## src/rtl/actflt_pkg.sv

```systemverilog
package actflt_pkg;
  localparam int WGT_W  = 8;
  localparam int NUM_W  = 4;
  localparam int REG_W  = WGT_W * NUM_W;
  localparam int ACC_W  = 16;
  localparam int FRAC_W = 8;
  localparam int SHIFT  = 4;
  localparam int THR_W  = 16;
  localparam int ADDR_W = 2;

  typedef enum logic [1:0] {
    CLS_IDLE = 2'd0,
    CLS_RD   = 2'd1,
    CLS_WR   = 2'd2,
    CLS_OTH  = 2'd3
  } cmd_cls_e;

  // field order follows the register bit layout, read weight in the top byte
  typedef struct packed {
    logic [WGT_W-1:0] rd;
    logic [WGT_W-1:0] wr;
    logic [WGT_W-1:0] oth;
    logic [WGT_W-1:0] idle;
  } wgt_set_t;
endpackage

```

## src/rtl/actflt_regs.sv

```systemverilog
module actflt_regs
  import actflt_pkg::*;
#(
  parameter int AW       = ADDR_W,
  parameter int TW       = THR_W,
  parameter int WGT_ADDR = 0,
  parameter int THR_ADDR = 1
) (
  input  logic          clk,
  input  logic          rst_n,
  input  logic          wr_en,
  input  logic [AW-1:0] addr,
  input  logic [REG_W-1:0] wdata,
  input  logic          lock,
  output wgt_set_t      weights,
  output logic [TW-1:0] thr
);
  wgt_set_t      wgt_q, wgt_d;
  logic [TW-1:0] thr_q, thr_d;
  logic          wgt_en, thr_en;

  always_comb begin
    wgt_en = wr_en && (addr == AW'(WGT_ADDR)) && !lock;
    thr_en = wr_en && (addr == AW'(THR_ADDR));
    wgt_d  = wgt_q;
    thr_d  = thr_q;
    if (wgt_en) wgt_d = wgt_set_t'(wdata);
    if (thr_en) thr_d = wdata[TW-1:0];
  end

  always_ff @(posedge clk or negedge rst_n) begin
    if (!rst_n) begin
      wgt_q <= '0;
      thr_q <= '0;
    end else begin
      if (wgt_en) wgt_q <= wgt_d;
      if (thr_en) thr_q <= thr_d;
    end
  end

  assign weights = wgt_q;
  assign thr     = thr_q;


  lock_hold_chk: assert property (@(posedge clk) disable iff (!rst_n)
    (lock && wr_en && addr == AW'(WGT_ADDR)) |=> $stable(weights));
endmodule

```

## src/rtl/actflt_classify.sv

```systemverilog
module actflt_classify
  import actflt_pkg::*;
(
  input  wgt_set_t         weights,
  input  logic             cmd_rd,
  input  logic             cmd_wr,
  input  logic             cmd_oth,
  input  logic             bus_tristate,
  input  logic             rate_2n,
  output cmd_cls_e         cls,
  output logic [WGT_W-1:0] filt_in,
  output logic             cfg_err
);
  localparam int HALF_MAX = (1 << (WGT_W - 1)) - 1;

  logic [WGT_W:0]   oth_dbl;
  logic [WGT_W-1:0] oth_eff;

  always_comb begin
    if (cmd_rd)       cls = CLS_RD;
    else if (cmd_wr)  cls = CLS_WR;
    else if (cmd_oth) cls = CLS_OTH;
    else              cls = CLS_IDLE;
  end

  always_comb begin
    oth_dbl = {weights.oth, 1'b0};
    if (!rate_2n)       oth_eff = weights.oth;
    else if (oth_dbl[WGT_W]) oth_eff = '1;
    else                oth_eff = oth_dbl[WGT_W-1:0];
  end

  always_comb begin
    unique case (cls)
      CLS_RD:  filt_in = weights.rd;
      CLS_WR:  filt_in = weights.wr;
      CLS_OTH: filt_in = oth_eff;
      default: filt_in = bus_tristate ? '0 : weights.idle;
    endcase
  end

  assign cfg_err = rate_2n && (weights.oth > WGT_W'(HALF_MAX));
endmodule

```

## src/rtl/actflt_ema.sv

```systemverilog
module actflt_ema
  import actflt_pkg::*;
#(
  parameter int IN_W = WGT_W,
  parameter int AW   = ACC_W,
  parameter int FW   = FRAC_W,
  parameter int SH   = SHIFT
) (
  input  logic            clk,
  input  logic            rst_n,
  input  logic [IN_W-1:0] in_w,
  output logic [AW-1:0]   avg
);
  localparam int EXT_W = AW + 2;
  localparam logic [AW-1:0] CEIL = AW'(((1 << IN_W) - 1) << FW);

  logic [AW-1:0]           avg_q, avg_d;
  logic [EXT_W-1:0]        tgt_u;
  logic signed [EXT_W-1:0] diff, step, sum;

  always_comb begin
    tgt_u = EXT_W'(in_w) << FW;
    diff  = $signed(tgt_u) - $signed(EXT_W'(avg_q));
    step  = diff >>> SH;
    sum   = $signed(EXT_W'(avg_q)) + step;
    avg_d = sum[AW-1:0];
  end

  always_ff @(posedge clk or negedge rst_n) begin
    if (!rst_n) avg_q <= '0;
    else        avg_q <= avg_d;
  end

  assign avg = avg_q;


  ema_ceiling_chk: assert property (@(posedge clk) disable iff (!rst_n)
    avg_q <= CEIL);


  ema_rise_chk: assert property (@(posedge clk) disable iff (!rst_n)
    (tgt_u > EXT_W'(avg_q)) |=> (avg_q >= $past(avg_q)));
endmodule

```

## src/rtl/actflt_top.sv

```systemverilog
module actflt_top
  import actflt_pkg::*;
(
  input  logic              clk,
  input  logic              rst_n,
  input  logic              reg_wr_en,
  input  logic [ADDR_W-1:0] reg_addr,
  input  logic [REG_W-1:0]  reg_wr_data,
  input  logic              cfg_lock,
  input  logic              cmd_rd,
  input  logic              cmd_wr,
  input  logic              cmd_oth,
  input  logic              bus_tristate,
  input  logic              rate_2n,
  output logic [ACC_W-1:0]  activity,
  output logic              over_threshold,
  output logic              cfg_error
);
  logic             rst_meta, rst_sync;
  wgt_set_t         weights;
  logic [THR_W-1:0] thr;
  cmd_cls_e         cls;
  logic [WGT_W-1:0] filt_in;
  logic             over_q, over_d;

  // asynchronous assertion, synchronous release
  always_ff @(posedge clk or negedge rst_n) begin
    if (!rst_n) begin
      rst_meta <= 1'b0;
      rst_sync <= 1'b0;
    end else begin
      rst_meta <= 1'b1;
      rst_sync <= rst_meta;
    end
  end

  actflt_regs u_regs (
    .clk     (clk),
    .rst_n   (rst_sync),
    .wr_en   (reg_wr_en),
    .addr    (reg_addr),
    .wdata   (reg_wr_data),
    .lock    (cfg_lock),
    .weights (weights),
    .thr     (thr)
  );

  actflt_classify u_cls (
    .weights      (weights),
    .cmd_rd       (cmd_rd),
    .cmd_wr       (cmd_wr),
    .cmd_oth      (cmd_oth),
    .bus_tristate (bus_tristate),
    .rate_2n      (rate_2n),
    .cls          (cls),
    .filt_in      (filt_in),
    .cfg_err      (cfg_error)
  );

  actflt_ema u_ema (
    .clk   (clk),
    .rst_n (rst_sync),
    .in_w  (filt_in),
    .avg   (activity)
  );

  always_comb over_d = (activity > thr);

  always_ff @(posedge clk or negedge rst_sync) begin
    if (!rst_sync) over_q <= 1'b0;
    else           over_q <= over_d;
  end

  assign over_threshold = over_q;


  rd_select_chk: assert property (@(posedge clk) disable iff (!rst_sync)
    cmd_rd |-> (cls == CLS_RD && filt_in == weights.rd));


  tristate_zero_chk: assert property (@(posedge clk) disable iff (!rst_sync)
    (bus_tristate && !cmd_rd && !cmd_wr && !cmd_oth) |-> (filt_in == '0));


  range_err_chk: assert property (@(posedge clk) disable iff (!rst_sync)
    (rate_2n && weights.oth[WGT_W-1]) |-> cfg_error);


  flag_clear_chk: assert property (@(posedge clk) disable iff (!rst_sync)
    (activity <= thr) |=> !over_threshold);
endmodule

```

## config.mk

```make
export PLATFORM = sky130hd
export DESIGN_NAME = actflt_top
export DESIGN_NICKNAME = d
export VERILOG_FILES = /design/src/rtl/actflt_pkg.sv /design/src/rtl/actflt_regs.sv /design/src/rtl/actflt_classify.sv /design/src/rtl/actflt_ema.sv /design/src/rtl/actflt_top.sv
export SDC_FILE = /design/constraint.sdc
export NUM_CORES = 1
export LEC_CHECK = 0
export BUFFER_PORTS_ARGS = -buffer_cell sky130_fd_sc_hd__buf_4
export CORE_MARGIN = 1.5
export CORE_UTILIZATION = 53
export DETAILED_ROUTE_END_ITERATION = 10
export PLACE_DENSITY = 0.81
export SLEW_MARGIN = 20
export SYNTH_ARGS = -nofsm -noshare
export SYNTH_HDL_FRONTEND = slang
export SYNTH_SLANG_ARGS = --single-unit
export TNS_END_PERCENT = 10
```

## constraint.sdc

```tcl
create_clock -name clk -period 3.7 [get_ports clk]
set_input_delay 0.555 -clock clk [delete_from_list [all_inputs] [get_ports clk]]
set_output_delay 0.555 -clock clk [all_outputs]
set_load 0.005 [all_outputs]
```

# Word-level counts from Yosys, hierarchy flattened
# Index checks and enable logic that the tools add are counted.
word_totals:
  ff_bits: 67
  in_bits: 43
  elab_cells: 30
op_classes:
  add_sub_neg: 2
  order_cmp: 2
  n_eq_ne: 4
  n_mux: 7
  reduce_logical: 6
op_table:
  columns: ["op", "count"]
  rows:
  - ["two-way mux 8 bit", 3]
  - ["one-hot mux 8 bit (3 select lines)", 1]
  - ["subtractor 16 x 16 -> 17 bit", 1]
  - ["adder 16 x 13 -> 16 bit", 1]
  - ["greater-than comparator 16 bit", 1]
  - ["greater-than comparator 8 x 7 -> 1 bit, second input constant", 1]
  - ["two-way mux 2 bit", 3]
  - ["== test 2 x 1 -> 1 bit, second input constant", 2]
  - ["== test 2 bit, second input constant", 2]
  - ["logical AND 1 bit", 4]
  - ["zero test 2 bit", 1]
  - ["zero test 1 bit", 1]

# Longest topological paths before layout
logic_depth:
  ltp_word: 7
  ltp_mapped: 20
  mapped_depth_nobuf: 19

# By module
# Synthesis repeated with hierarchy kept, for this count alone.
unflattened:
  cells_unflattened: 372
  area_unflattened_um2: 4096.4
by_module_without_submodules:
  columns: ["mod", "n_inst", "cells_per_inst", "area_per_inst_um2", "seq_area_each_um2"]
  rows:
  - ["actflt_regs", 1, 102, 1815.5, 1201.2]
  - ["actflt_ema", 1, 168, 1525.2, 400.4]
  - ["actflt_top", 1, 60, 485.5, 75.1]
  - ["actflt_classify", 1, 42, 270.3, 0.0]

# Worst setup path before layout
# OpenSTA, ideal clock, no wires.
synth_timing:
  path_kind: "input port to flip-flop"
  startpoint: "input cmd_rd"
  endpoint: "register u_ema.avg_q[15] (netlist: u_ema.avg[15])"
  setup_ns: 0.125
  t_arrival_ns: 4.434
  t_required_ns: 3.575
  slack_ns: -0.859
  cell_stages: 18
  cell_sequence: "clkbuf_1 -> nor3b_1 -> o221ai_1 -> nand2_1 -> ha_1 -> a21oi_1 -> nor2b_1 -> a41o_2 -> a41oi_1 -> or2b_1 -> xor2_1 -> ha_1 -> and2_1 -> a221o_1 -> a211oi_1 -> o21ai_0 -> a31oi_1 -> xnor2_1"
synth_via:
  elab_chain_len: 5
  word_cells_on_any_way: 7
  classes_between: "2 x add/sub; 3 x eq/ne; 2 x mux"
synth_lines:
  columns: ["item", "line", "source"]
  rows:
  - ["start: declaration", "actflt_top.sv:10", "input logic cmd_rd,"]
  - ["two-way mux 2 bit *", "actflt_classify.sv:20", "if (cmd_rd) cls = CLS_RD;"]
  - ["== test 2 bit or == test 2 x 1 -> 1 bit (tied branches)", "actflt_classify.sv:34", "unique case (cls)"]
  - ["one-hot mux 8 bit (3 select lines) *", "actflt_classify.sv:34", null]
  - ["subtractor 16 x 16 -> 17 bit *", "actflt_ema.sv:23", "diff = $signed(tgt_u) - $signed(EXT_W'(avg_q));"]
  - ["adder 16 x 13 -> 16 bit *", "actflt_ema.sv:25", "sum = $signed(EXT_W'(avg_q)) + step;"]
  - ["via u_ema.sum[15]", "actflt_ema.sv:19", "logic signed [EXT_W-1:0] diff, step, sum;"]
  - ["end signal: assignment", "actflt_ema.sv:31", "else avg_q <= avg_d;"]
  - ["end: declaration", "actflt_ema.sv:17", "logic [AW-1:0] avg_q, avg_d;"]
# Mark *: on every way through the listed nets, which the timed path passes. The rest lies on a longest branch.
# A chain may end at the register's enable or synchronous reset.

# Final worst setup path
layout_timing:
  startpoint: "register u_regs.wgt_q, in the netlist u_regs.weights[8]"
  endpoint: "register u_ema.avg_q[15] (netlist: u_ema.avg[15])"
layout_via:
  elab_chain_len: 5
layout_lines:
  columns: ["item", "line", "source"]
  rows:
  - ["start: declaration", "actflt_regs.sv:18", "wgt_set_t wgt_q, wgt_d;"]
  - ["start signal: assignment", "actflt_regs.sv:36", "if (wgt_en) wgt_q <= wgt_d;"]
  - ["two-way mux 8 bit", "actflt_classify.sv:29", "else if (oth_dbl[WGT_W]) oth_eff = '1;"]
  - ["two-way mux 8 bit *", "actflt_classify.sv:28", "if (!rate_2n) oth_eff = weights.oth;"]
  - ["one-hot mux 8 bit (3 select lines) *", "actflt_classify.sv:34", null]
  - ["subtractor 16 x 16 -> 17 bit *", "actflt_ema.sv:23", null]
  - ["adder 16 x 13 -> 16 bit *", "actflt_ema.sv:25", null]
  - ["via u_ema.sum[15]", "actflt_ema.sv:19", null]
# Marks and branches as above.

==> summary.md <==
| Metric | Value |
|---|---|
| Status | finished, violations left |
| Failing checks | negative setup slack |
| Slew margin rel. | between 30% and 40% |
| Post-place instance area | roughly 4700 um^2 |
| Minimum clock period | ~4.1 ns |
| Antenna violations before repair | 0 |
| Worst vdd ir | between 0.7 and 0.8 mV |
| Register area share after synthesis | 42.9% |
| Clock Path Buffers | 2 |
| Synth Instances | roughly 350 |
| Antenna Cells | 0 |
| Layout Skew | just over 0.01 ns |
| Most frequent cells in the layout | buf_4, dfrtp_1, mux2_2 |
| Vias in the first global route | 3,085 |
| Area Overhead vs Synth | 30.1% |
| Critical path class | reg2reg |
| Grt total ovfl | 0 |
| WP data required | between 3 and 4 ns |
| Final worst-path cycle share | 111% |
| CTS tree | yes |
| # rows | 31 |
| Fraction of registers with async set/reset | 100% |
| Fin Setup TNS | -1.16 ns |
| Port-buffer cells | 60 |
| # fillers | slightly above 500 |
| Root Driver | clkbuf_8 |
| First-pass GRT wire length | roughly 15,000 um |
| Drt first pass iters | 5 |
| Final net count | 532 |
| Via count | 3,139 |
| Syn_nets | 430 |
| CP endpoint kind | flop |
| Average wire per cell in the routed design | 16.4 um |
| Commonest non-fill, non-tap cell in the layout | buf_4 |
| CP max FO | 2 |
| Multi-input gate area | ~2200 um^2 |
| Placed insts | between 500 and 600 |
| Fmax | 244 MHz |
| Critical Path Max Stage Delay | ~0.4 ns |
| Non-filler cells, final | approximately 550 |
| Initial DRC count | 194 |
| Mean Syn Cell Area | around 11 um^2 |
| Initial core utilization | 54.5% |
| Dpl hpwl | ~6800 um |
| Clock Sinks | 67 |
| Via density | about 5.7 |
| Crit-path slowest cell | dfrtp_1 |
| Yosys warns | 0 |
| Die width | 88.9 um |
| Worst-skew pair later-pin latency | between 0.3 and 0.4 ns |
| Critical path arrival | 4.37 ns |
| Worst hold slack | approximately 0.35 ns |
| Hold Path Class | reg2reg |
| Worst-path clk slew | about 0.080 ns |
| Detailed Route WL | between 9000 and 10,000 um |
| I/O pin cnt | 61 |
| Pwr Total | a little over 5 mW |
| Pwr Density | roughly 1000 nW/um^2 |
| Cell Area, Synth | 3910 um^2 |
| Synth cell types | between 40 and 50 |
| Final Hold Fails | 0 |
| Final Setup Violations | 4 |
| Largest net degree at the start of global routing | 43 |
| Total track usage | roughly 24% |
| Least-Margin Pin Slew | 0.941 ns |
| TritonCTS Buffers | 9 |
| Core Area | between 7000 and 8000 um^2 |
| Post-synthesis register bit count | 67 |
| RSZ-0062 raised after global routing | yes |
| Die ar. | between 7000 and 8000 um^2 |
| Setup WS post-layout | -0.402 ns |
| DRC violations left | 0 |
| Static Leak | roughly 2.5 nW |
| Dpl ws | -0.510 ns |
| Fin. max-slew vios | 0 |
| Register area | ~1700 um^2 |
| EDFF count, synth | 0 |
| Antenna-violating nets left | 0 |
| Ys flop type | dfrtp_1 |
| Final Instance Area | slightly above 5000 um^2 |
| Layout cells sized above 1 | between 40% and 50% |
| Die Ht | between 80 and 90 um |
| Crit-path cells | mux2_4, a222oi_1, o41ai_2, ha_2, a21oi_2, nor2b_1, a41o_2, a41oi_2, or2b_1, xor2_2, ha_1, and2_4, a221o_1, a211oi_2, o21ai_2, a31oi_2, xnor2_1 |
| Fin util | a little under three quarters |
| Max-Cap Viols | 0 |
| Startpoint type of the worst setup path | flop |
| H-tree lvl count | 3 |
| RD Place Congestion | 0.854 |
cell families after synthesis:
kind of cell | Yosys count | share of synthesized area (%)
flip-flops | 67 | 42.9
AND/OR/NAND/NOR | 58 | 7.74
other | 1 | 0.0959
buffers and inverters | 35 | 3.36
multiplexers | 49 | 14.1
XOR/XNOR | 24 | 5.57
adder cells (fa/ha/maj) | 40 | 13.0
AO/OA/AOI/OAI | 73 | 13.2
critical path: cells and delay by family (launching register included):
family | cells | cell delay, ns
compound gates | 9 | 2.01
simple gates | 3 | 0.51
fa+ha+maj | 2 | 0.51
mux | 1 | 0.28
xor+xnor | 2 | 0.30
flops | 1 | 0.41
timing repair:
item / 4_1_cts / 5_1_grt
buffers inserted: 0 / 4
hold buffers: 1 / 0
pin swaps: 0 / 13
endpoints found under the setup margin: 5 / 6
resized for setup: 0 / 13
hold endpoints to repair: 2 / 0
Yosys cell counts, types with 2 or more instances:
cell	number	area [um^2]
inv_1	28	105
o221ai_1	6	52.6
mux2_2	49	552
nand2b_1	5	31.3
o21ai_0	7	35.0
nand4_1	4	25.0
clkbuf_1	7	26.3
a31oi_1	2	12.5
nor3_1	3	15.0
and2_1	2	12.5
xor2_1	10	87.6
dfrtp_1	67	1680
xnor2_1	13	114
a21oi_1	22	110
nand2_1	18	67.6
nor2_1	11	41.3
ha_1	39	488
nand3_1	3	15.0
a222oi_1	8	80.1
o21a_1	2	15.0
nor2b_1	4	25.0
a21o_1	16	120
power breakdown:
group | leakage (nW) | internal (mW) | switching, mW
Combinational | 1.59 | 1.66 | 1.45
Sequential | 0.794 | 0.983 | 0.229
Clock | 0.117 | 0.450 | 0.294
final timing paths:
path,start,to,slack (ns),depth (start not counted)
min reg2reg,rst_meta,rst_sync,0.35,0
max reg2reg,u_regs.weights[8],u_ema.avg[15],-0.40,17
max in group asynchronous,rst_sync,u_regs.thr[10],2.39,1
min,rst_meta,rst_sync,0.35,0
min in group asynchronous,rst_sync,u_regs.weights[29],0.41,0
max,u_regs.weights[8],u_ema.avg[15],-0.40,17
state kept, by name, summed over array words and instances, names as in the netlist:
register,flops
rst_meta,1
rst_sync,1
u_regs.weights,32
u_ema.avg,16
u_regs.thr,16
over_threshold,1
routing by layer:
layer	GRT usage (%)	part of all wire [%]
met5	0	0
met4	8.38	1.7
met3	4.43	5.2
met2	41.3	51
met1	31.7	42
final cells by class:
type	instances	area share [%]
inverters	28	2.07
flip-flops and latches	67	33.0
repair buffers	98	14.6
clock buffers	10	2.51
multi-input cells	245	43.2
well taps	99	2.43
clock inverters	6	2.26
Note: power is estimated with default switching activity, not from simulation.
